==> config.mk <==
export PLATFORM = sky130hd
export DESIGN_NAME = pbus_adc_core
export DESIGN_NICKNAME = d
export VERILOG_FILES = /design/src/rtl/pbus_adc_pkg.sv /design/src/rtl/pbus_ctrl_capture.sv /design/src/rtl/pbus_conv_engine.sv /design/src/rtl/pbus_read_mux.sv /design/src/rtl/pbus_adc_core.sv
export SDC_FILE = /design/constraint.sdc
export NUM_CORES = 1
export LEC_CHECK = 0
export BUFFER_PORTS_ARGS = -buffer_cell sky130_fd_sc_hd__buf_4
export CORE_MARGIN = 1.5
export CORE_UTILIZATION = 55
export DETAILED_ROUTE_END_ITERATION = 10
export PLACE_DENSITY_LB_ADDON = 0.1
export SETUP_SLACK_MARGIN = 0.1
export SYNTH_ARGS = -nofsm -noshare
export SYNTH_HDL_FRONTEND = slang
export SYNTH_SLANG_ARGS = --single-unit
==> constraint.sdc <==
create_clock -name clk -period 5.7 [get_ports clk]
set_input_delay 0.285 -clock clk [delete_from_list [all_inputs] [get_ports clk]]
set_output_delay 0.285 -clock clk [all_outputs]
set_load 0.02 [all_outputs]
==> src/rtl/pbus_adc_pkg.sv <==
package pbus_adc_pkg;

    typedef enum logic [1:0] {
        ST_IDLE     = 2'd0,
        ST_CONV_INT = 2'd1,
        ST_CONV_EXT = 2'd2
    } conv_state_t;

    typedef struct packed {
        logic [1:0] clk_sel;
        logic [2:0] rsvd;
        logic       bipolar;
        logic [1:0] pwr;
    } ctrl_byte_t;

    localparam logic [1:0] PWR_RUN = 2'b00;

endpackage

==> src/rtl/pbus_ctrl_capture.sv <==
module pbus_ctrl_capture
    import pbus_adc_pkg::*;
(
    input  logic       clk,
    input  logic       rst_n,
    input  logic       cs_n,
    input  logic       wr_n,
    input  logic       busy,
    input  logic [7:0] bus_in,
    output logic       clk_ext,
    output logic       bipolar,
    output logic       start,
    output logic       start_ext
);

    ctrl_byte_t ctrl;
    logic       wr_act;
    logic       wr_act_q;
    logic       accept;
    logic       run_req;
    logic       unused_rsvd;

    assign ctrl        = ctrl_byte_t'(bus_in);
    assign unused_rsvd = ^ctrl.rsvd;
    assign wr_act      = !cs_n && !wr_n;
    assign accept      = wr_act && !wr_act_q && !busy;
    assign run_req     = (ctrl.pwr == PWR_RUN);

    // mode for a conversion that starts on this edge
    assign start_ext = (run_req && ctrl.clk_sel[1]) ? ctrl.clk_sel[0] : clk_ext;
    assign start     = accept && run_req;

    always_ff @(posedge clk or negedge rst_n) begin
        if (!rst_n) begin
            wr_act_q <= 1'b0;
            clk_ext  <= 1'b1;
            bipolar  <= 1'b0;
        end else begin
            wr_act_q <= wr_act;
            if (accept) begin
                bipolar <= ctrl.bipolar;
                clk_ext <= start_ext;
            end
        end
    end

endmodule

==> src/rtl/pbus_conv_engine.sv <==
module pbus_conv_engine
    import pbus_adc_pkg::*;
#(
    parameter int RES_W      = 12,
    parameter int INT_CYCLES = 180,
    parameter int EXT_STEPS  = 12
) (
    input  logic             clk,
    input  logic             rst_n,
    input  logic             cs_n,
    input  logic             conv_clk,
    input  logic             start,
    input  logic             start_ext,
    input  logic             bipolar,
    input  logic [RES_W-1:0] adc_code,
    output logic             busy,
    output logic [RES_W-1:0] result
);

    localparam int MAX_CNT = (INT_CYCLES > EXT_STEPS) ? INT_CYCLES : EXT_STEPS;
    localparam int CNT_W   = $clog2(MAX_CNT + 1);
    localparam logic [CNT_W-1:0] INT_LAST = CNT_W'(INT_CYCLES - 1);
    localparam logic [CNT_W-1:0] EXT_LAST = CNT_W'(EXT_STEPS - 1);

    conv_state_t      state;
    conv_state_t      state_nxt;
    logic [CNT_W-1:0] cnt;
    logic             cc_s1;
    logic             cc_s2;
    logic             cc_q;
    logic             step;
    logic             finish;

    // two-flop synchroniser and rising-edge detect for the conversion clock
    always_ff @(posedge clk or negedge rst_n) begin
        if (!rst_n) begin
            cc_s1 <= 1'b0;
            cc_s2 <= 1'b0;
            cc_q  <= 1'b0;
        end else begin
            cc_s1 <= conv_clk;
            cc_s2 <= cc_s1;
            cc_q  <= cc_s2;
        end
    end

    assign step = cc_s2 && !cc_q && !cs_n;

    // state register
    always_ff @(posedge clk or negedge rst_n) begin
        if (!rst_n) state <= ST_IDLE;
        else        state <= state_nxt;
    end

    // next state
    always_comb begin
        state_nxt = state;
        unique case (state)
            ST_IDLE: begin
                if (start) state_nxt = start_ext ? ST_CONV_EXT : ST_CONV_INT;
            end
            ST_CONV_INT: begin
                if (cnt == INT_LAST) state_nxt = ST_IDLE;
            end
            ST_CONV_EXT: begin
                if (step && cnt == EXT_LAST) state_nxt = ST_IDLE;
            end
            default: state_nxt = ST_IDLE;
        endcase
    end

    // outputs
    always_comb begin
        busy   = (state != ST_IDLE);
        finish = busy && (state_nxt == ST_IDLE);
    end

    // step counter and result register
    always_ff @(posedge clk or negedge rst_n) begin
        if (!rst_n) begin
            cnt    <= '0;
            result <= '0;
        end else begin
            if (start && !busy)                     cnt <= '0;
            else if (state == ST_CONV_INT)          cnt <= cnt + 1'b1;
            else if (state == ST_CONV_EXT && step)  cnt <= cnt + 1'b1;
            if (finish) begin
                result <= bipolar ? {~adc_code[RES_W-1], adc_code[RES_W-2:0]} : adc_code;
            end
        end
    end

endmodule

==> src/rtl/pbus_read_mux.sv <==
module pbus_read_mux #(
    parameter int DATA_W = 8,
    parameter int RES_W  = 12
) (
    input  logic              cs_n,
    input  logic              rd_n,
    input  logic              hbe,
    input  logic              bipolar,
    input  logic [RES_W-1:0]  result,
    output logic [DATA_W-1:0] bus_out,
    output logic              bus_oe
);

    localparam int HI_W   = RES_W - DATA_W;
    localparam int FILL_W = DATA_W - HI_W;

    logic [FILL_W-1:0] fill;

    assign fill    = bipolar ? {FILL_W{result[RES_W-1]}} : '0;
    assign bus_oe  = !cs_n && !rd_n;
    assign bus_out = hbe ? {fill, result[RES_W-1:DATA_W]} : result[DATA_W-1:0];

endmodule

==> src/rtl/pbus_adc_core.sv <==
module pbus_adc_core #(
    parameter int DATA_W    = 8,
    parameter int RES_W     = 12,
    parameter int CLK_KHZ   = 50000,
    parameter int CONV_NS   = 3600,
    parameter int EXT_STEPS = 12
) (
    input  logic              clk,
    input  logic              rst_n,
    input  logic              cs_n,
    input  logic              wr_n,
    input  logic              rd_n,
    input  logic              hbe,
    input  logic              conv_clk,
    input  logic [DATA_W-1:0] bus_in,
    output logic [DATA_W-1:0] bus_out,
    output logic              bus_oe,
    input  logic [RES_W-1:0]  adc_code,
    output logic              busy,
    output logic              clk_ext
);

    localparam int INT_CYCLES = (CLK_KHZ * CONV_NS) / 1000000;

    logic             bipolar;
    logic             start;
    logic             start_ext;
    logic [RES_W-1:0] result;

    pbus_ctrl_capture u_ctrl (
        .clk       (clk),
        .rst_n     (rst_n),
        .cs_n      (cs_n),
        .wr_n      (wr_n),
        .busy      (busy),
        .bus_in    (bus_in),
        .clk_ext   (clk_ext),
        .bipolar   (bipolar),
        .start     (start),
        .start_ext (start_ext)
    );

    pbus_conv_engine #(
        .RES_W      (RES_W),
        .INT_CYCLES (INT_CYCLES),
        .EXT_STEPS  (EXT_STEPS)
    ) u_engine (
        .clk       (clk),
        .rst_n     (rst_n),
        .cs_n      (cs_n),
        .conv_clk  (conv_clk),
        .start     (start),
        .start_ext (start_ext),
        .bipolar   (bipolar),
        .adc_code  (adc_code),
        .busy      (busy),
        .result    (result)
    );

    pbus_read_mux #(
        .DATA_W (DATA_W),
        .RES_W  (RES_W)
    ) u_rd (
        .cs_n    (cs_n),
        .rd_n    (rd_n),
        .hbe     (hbe),
        .bipolar (bipolar),
        .result  (result),
        .bus_out (bus_out),
        .bus_oe  (bus_oe)
    );

endmodule

==> impl_metrics.xml <==
<?xml version="1.0" encoding="UTF-8"?>
<metrics>
  <group name="detailed_routing">
    <metric name="drt_first_iter_violations" unit="">11</metric>
    <metric name="residual_antenna_violating_net_count_after_detailed_routing" unit="">0</metric>
    <metric name="post_detailed_route_wirelength_per_cell" unit="µm">13.8</metric>
    <metric name="routed_wirelength" unit="µm">2470</metric>
    <metric name="vias" unit="">980</metric>
    <metric name="drc" unit="">0</metric>
    <metric name="vias_per_cell" unit="">5.47</metric>
    <metric name="drtPass1Iterations" unit="">4</metric>
  </group>
  <group name="final_layout">
    <metric name="util_after_layout" unit="">0.713</metric>
    <metric name="syn2layout_area_growth" unit="%">22.7</metric>
    <metric name="drive_gt1_frac" unit="">0.456</metric>
    <metric name="antenna-diode-count" unit="">0</metric>
    <metric name="fillCellCount" unit="">172</metric>
    <metric name="fin_nets" unit="">178</metric>
  </group>
  <group name="yosys">
    <metric name="combinational_family_with_the_most_area_after_synthesis" unit="">multiplexers</metric>
    <metric name="synth-warning-count" unit="">0</metric>
    <metric name="yosys-mux-area-fraction" unit="">0.211</metric>
    <metric name="synth-xor-area-share" unit="">0.0123</metric>
    <metric name="synth_compound_area_frac" unit="">0.0754</metric>
    <metric name="post_synth_fa_ha_maj_area_fraction" unit="">0.00877</metric>
    <metric name="yosysSeqAreaShare" unit="">0.492</metric>
    <metric name="synthesis.nets" unit="">141</metric>
    <metric name="number_of_enable_flip_flop_cells_after_synthesis" unit="">0</metric>
    <metric name="syn_inst" unit="">113</metric>
    <metric name="post_synth_num_cell_types" unit="">35</metric>
    <metric name="most_frequently_used_flop_master_after_synthesis" unit="">dfrtp_1</metric>
    <metric name="synthSimpleGateAreaFrac" unit="">0.162</metric>
    <metric name="ys_ff_latch" unit="">28</metric>
    <metric name="syn-mean-instance-area" unit="µm²">12.6</metric>
    <metric name="async_reset_ff_frac" unit="">1.00</metric>
    <metric name="post_synth_instance_area" unit="mm²">0.00143</metric>
  </group>
  <group name="critical_path">
    <metric name="worst-setup-path-type" unit="">register to register</metric>
    <metric name="reg2reg_slack" unit="ps">3290</metric>
    <metric name="worst-endpoint-required" unit="ps">5940</metric>
    <metric name="critPathSlowestCell" unit="">a221oi_4</metric>
    <metric name="critical_path.cell_chain" unit="">ha_1 -&gt; nor3b_4 -&gt; nand4_2 -&gt; a221oi_4 -&gt; mux2_2</metric>
    <metric name="start_kind" unit="">register</metric>
    <metric name="cp_slowest_stage_delay" unit="ps">790</metric>
    <metric name="setup.worst_path.end_class" unit="">register</metric>
    <metric name="crit_fanout" unit="">12</metric>
    <metric name="critical_path.startpoint" unit="">u_engine.cnt[0]</metric>
    <metric name="critical_path_arrival" unit="ps">2650</metric>
    <metric name="reg_to_reg_startpoint" unit="">u_engine.cnt[0]</metric>
  </group>
  <group name="sta">
    <metric name="max_freq" unit="MHz">415</metric>
    <metric name="report.final.setup_viol" unit="">0</metric>
    <metric name="clock-skew-final" unit="ps">8.85</metric>
    <metric name="rsz0062_at_grt" unit="">no</metric>
    <metric name="fin_crit" unit="ps">2410</metric>
    <metric name="setup_total_negative_slack" unit="ps">0</metric>
    <metric name="finalMaxSlewViolations" unit="">0</metric>
    <metric name="worst_slew_margin_rel" unit="">0.426</metric>
    <metric name="period_share" unit="">0.423</metric>
    <metric name="final.hold.worst_slack" unit="ps">47.3</metric>
    <metric name="slew_at_the_pin_closest_to_its_max_slew_limit" unit="ps">861</metric>
    <metric name="timing_hold_violations_final" unit="">0</metric>
  </group>
  <group name="global_routing">
    <metric name="grt_overflow_total" unit="">0</metric>
    <metric name="initial_antenna_violation_count" unit="">0</metric>
    <metric name="wire_length_of_the_first_global_routing_pass" unit="µm">3880</metric>
    <metric name="grt_start_max_net_pins" unit="">29</metric>
    <metric name="grt_usage" unit="">0.186</metric>
    <metric name="vias_in_the_first_global_route" unit="">893</metric>
  </group>
  <group name="floorplanning">
    <metric name="chipWidth" unit="µm">53.9</metric>
    <metric name="coreArea" unit="mm²">0.00245</metric>
    <metric name="floorplan.io_pins" unit="">38</metric>
    <metric name="floorplan.initialDensity" unit="">0.581</metric>
    <metric name="die_height" unit="µm">53.9</metric>
    <metric name="die-area" unit="mm²">0.00291</metric>
    <metric name="rows" unit="">18</metric>
  </group>
  <group name="power_and_ir_drop">
    <metric name="post-layout-total-power" unit="mW">0.710</metric>
    <metric name="peakVddDrop" unit="mV">0.253</metric>
    <metric name="power.static_leakage" unit="nW">0.842</metric>
    <metric name="pwr_density_cell" unit="mW/mm²">405</metric>
  </group>
  <group name="placed_design">
    <metric name="gpl.final_weighted_congestion" unit="">0.808</metric>
    <metric name="dp_hpwl" unit="µm">1830</metric>
    <metric name="io_buffers" unit="">34</metric>
  </group>
  <group name="clock_tree">
    <metric name="cts_num_sinks" unit="">28</metric>
    <metric name="cts_max_level" unit="">1</metric>
    <metric name="ctsResizeCount" unit="">0</metric>
    <metric name="clk_path_buf_depth" unit="">2</metric>
    <metric name="cts_tree" unit="">yes</metric>
    <metric name="ctsRootBufferMaster" unit="">clkbuf_4</metric>
    <metric name="cts_buffers" unit="">3</metric>
    <metric name="cts.clk_slew.worst_paths" unit="ps">150</metric>
    <metric name="clock_insertion_delay_worst_skew" unit="ps">330</metric>
  </group>
  <group name="status">
    <metric name="status" unit="">completed</metric>
  </group>
  <group name="min_path">
    <metric name="worst_min_delay_path_category" unit="">input port to register</metric>
    <metric name="worst_hold_startpoint" unit="">conv_clk</metric>
  </group>
  <group name="job">
    <metric name="drv.max_cap_violation_count" unit="">0</metric>
  </group>
</metrics>
worst paths after layout:
check,depth (start not counted),endpoint
hold / removal,1,u_engine.cc_s1
max in group asynchronous,2,u_ctrl.clk_ext
min in group asynchronous,2,u_engine.result[9]
setup / recovery,5,u_engine.result[0]
hold reg to reg,0,u_engine.cc_s2
setup reg to reg,5,u_engine.result[0]
sequential cells by signal, summed over array words and instances (netlist names):
signal and flops:
u_ctrl.clk_ext 1, u_engine.state 2, u_ctrl.bipolar 1, u_engine.cnt 8, u_engine.cc_q 1, u_engine.cc_s1 1, u_ctrl.wr_act_q 1, u_engine.result 12
u_engine.cc_s2 1
cells in the mapped netlist (all sizes together) (2+ instances only):
| master | count | area (µm²) |
|---|---|---|
| inv | 6 | 22.5 |
| nor2 | 4 | 15.0 |
| buf | 2 | 27.5 |
| nor3 | 3 | 15.0 |
| o21ai | 5 | 25.0 |
| nand4 | 2 | 18.8 |
| nand2 | 9 | 33.8 |
| nand3 | 5 | 25.0 |
| dfrtp | 27 | 676 |
| nor2b | 2 | 12.5 |
| and2b | 2 | 17.5 |
| mux2i | 5 | 50.1 |
| mux2 | 19 | 251 |
| a21oi | 3 | 15.0 |
| a21o | 2 | 16.3 |
| nor3b | 2 | 37.5 |
logic make-up after synthesis:
group	count (synthesis)
xor+xnor	2
compound gates	14
simple gates	35
mux	24
flops	28
buf+inv	9
fa+ha+maj	1
through the flow:
stage | instances | instance area (µm²) | worst slack (ps)
3_5_place_dp | 174 | 1690 | 3290
2_1_floorplan | 113 | 1430 | 3760
5_1_grt | 179 | 1750 | 3140
6_report | 179 | 1750 | 3290
3_3_place_gp | 174 | 1690 | 3340
4_1_cts | 179 | 1750 | 3260
cell type report:
type                    instances  area (µm²)  area share
clock buffers                   3        22.5      0.0129
clock inverters                 1        30.0      0.0172
inverters                       6        22.5      0.0129
multi-input cells              76         671       0.383
flip-flops and latches         28         702       0.401
well taps                      30        37.5      0.0214
repair buffers                 35         265       0.152
layer usage:
metal  up-vias  GRT usage  routed length (µm)
met1       479      0.245                1120
met4         0     0.0385                  15
met5         -          0                   0
li1        475          -                   -
met3         2     0.0500                 132
met2        24      0.309                1210
worst max-delay path: cells and delay by family (launching register included):
kind                     cells  cell delay, ps
multiplexers                 1             410
adder cells (fa/ha/maj)      1             250
AND/OR/NAND/NOR              2             460
AO/OA/AOI/OAI                1             790
flip-flops                   1             410
power by group:
| group | switching, mW | internal, mW |
|---|---|---|
| clock | 0.0581 | 0.0711 |
| sequential | 0.0602 | 0.264 |
| combinational | 0.109 | 0.147 |
| total | 0.227 | 0.482 |
cells in the final DEF (no fill, tap or decap), types with 2 or more instances in the layout:
cell | Yosys | layout
buf_4 | 1 | 34
dfrtp_1 | 27 | 27
mux2_4 | 10 | 10
mux2_2 | 9 | 9
nand2_1 | 9 | 9
inv_1 | 6 | 6
o21ai_0 | 5 | 5
nand3_1 | 5 | 5
mux2i_1 | 5 | 5
nor2_1 | 4 | 4
nor3_1 | 3 | 3
a21oi_1 | 3 | 3
clkbuf_4 | 0 | 3
and2b_2 | 2 | 2
nor3b_4 | 2 | 2
nor2b_1 | 2 | 2
repair_timing:
action	4_1_cts	5_1_grt
hold endpoints to repair	27	0
setup buffers	0	0
hold buffers	1	0
Note: power is estimated with default switching activity, not from simulation.
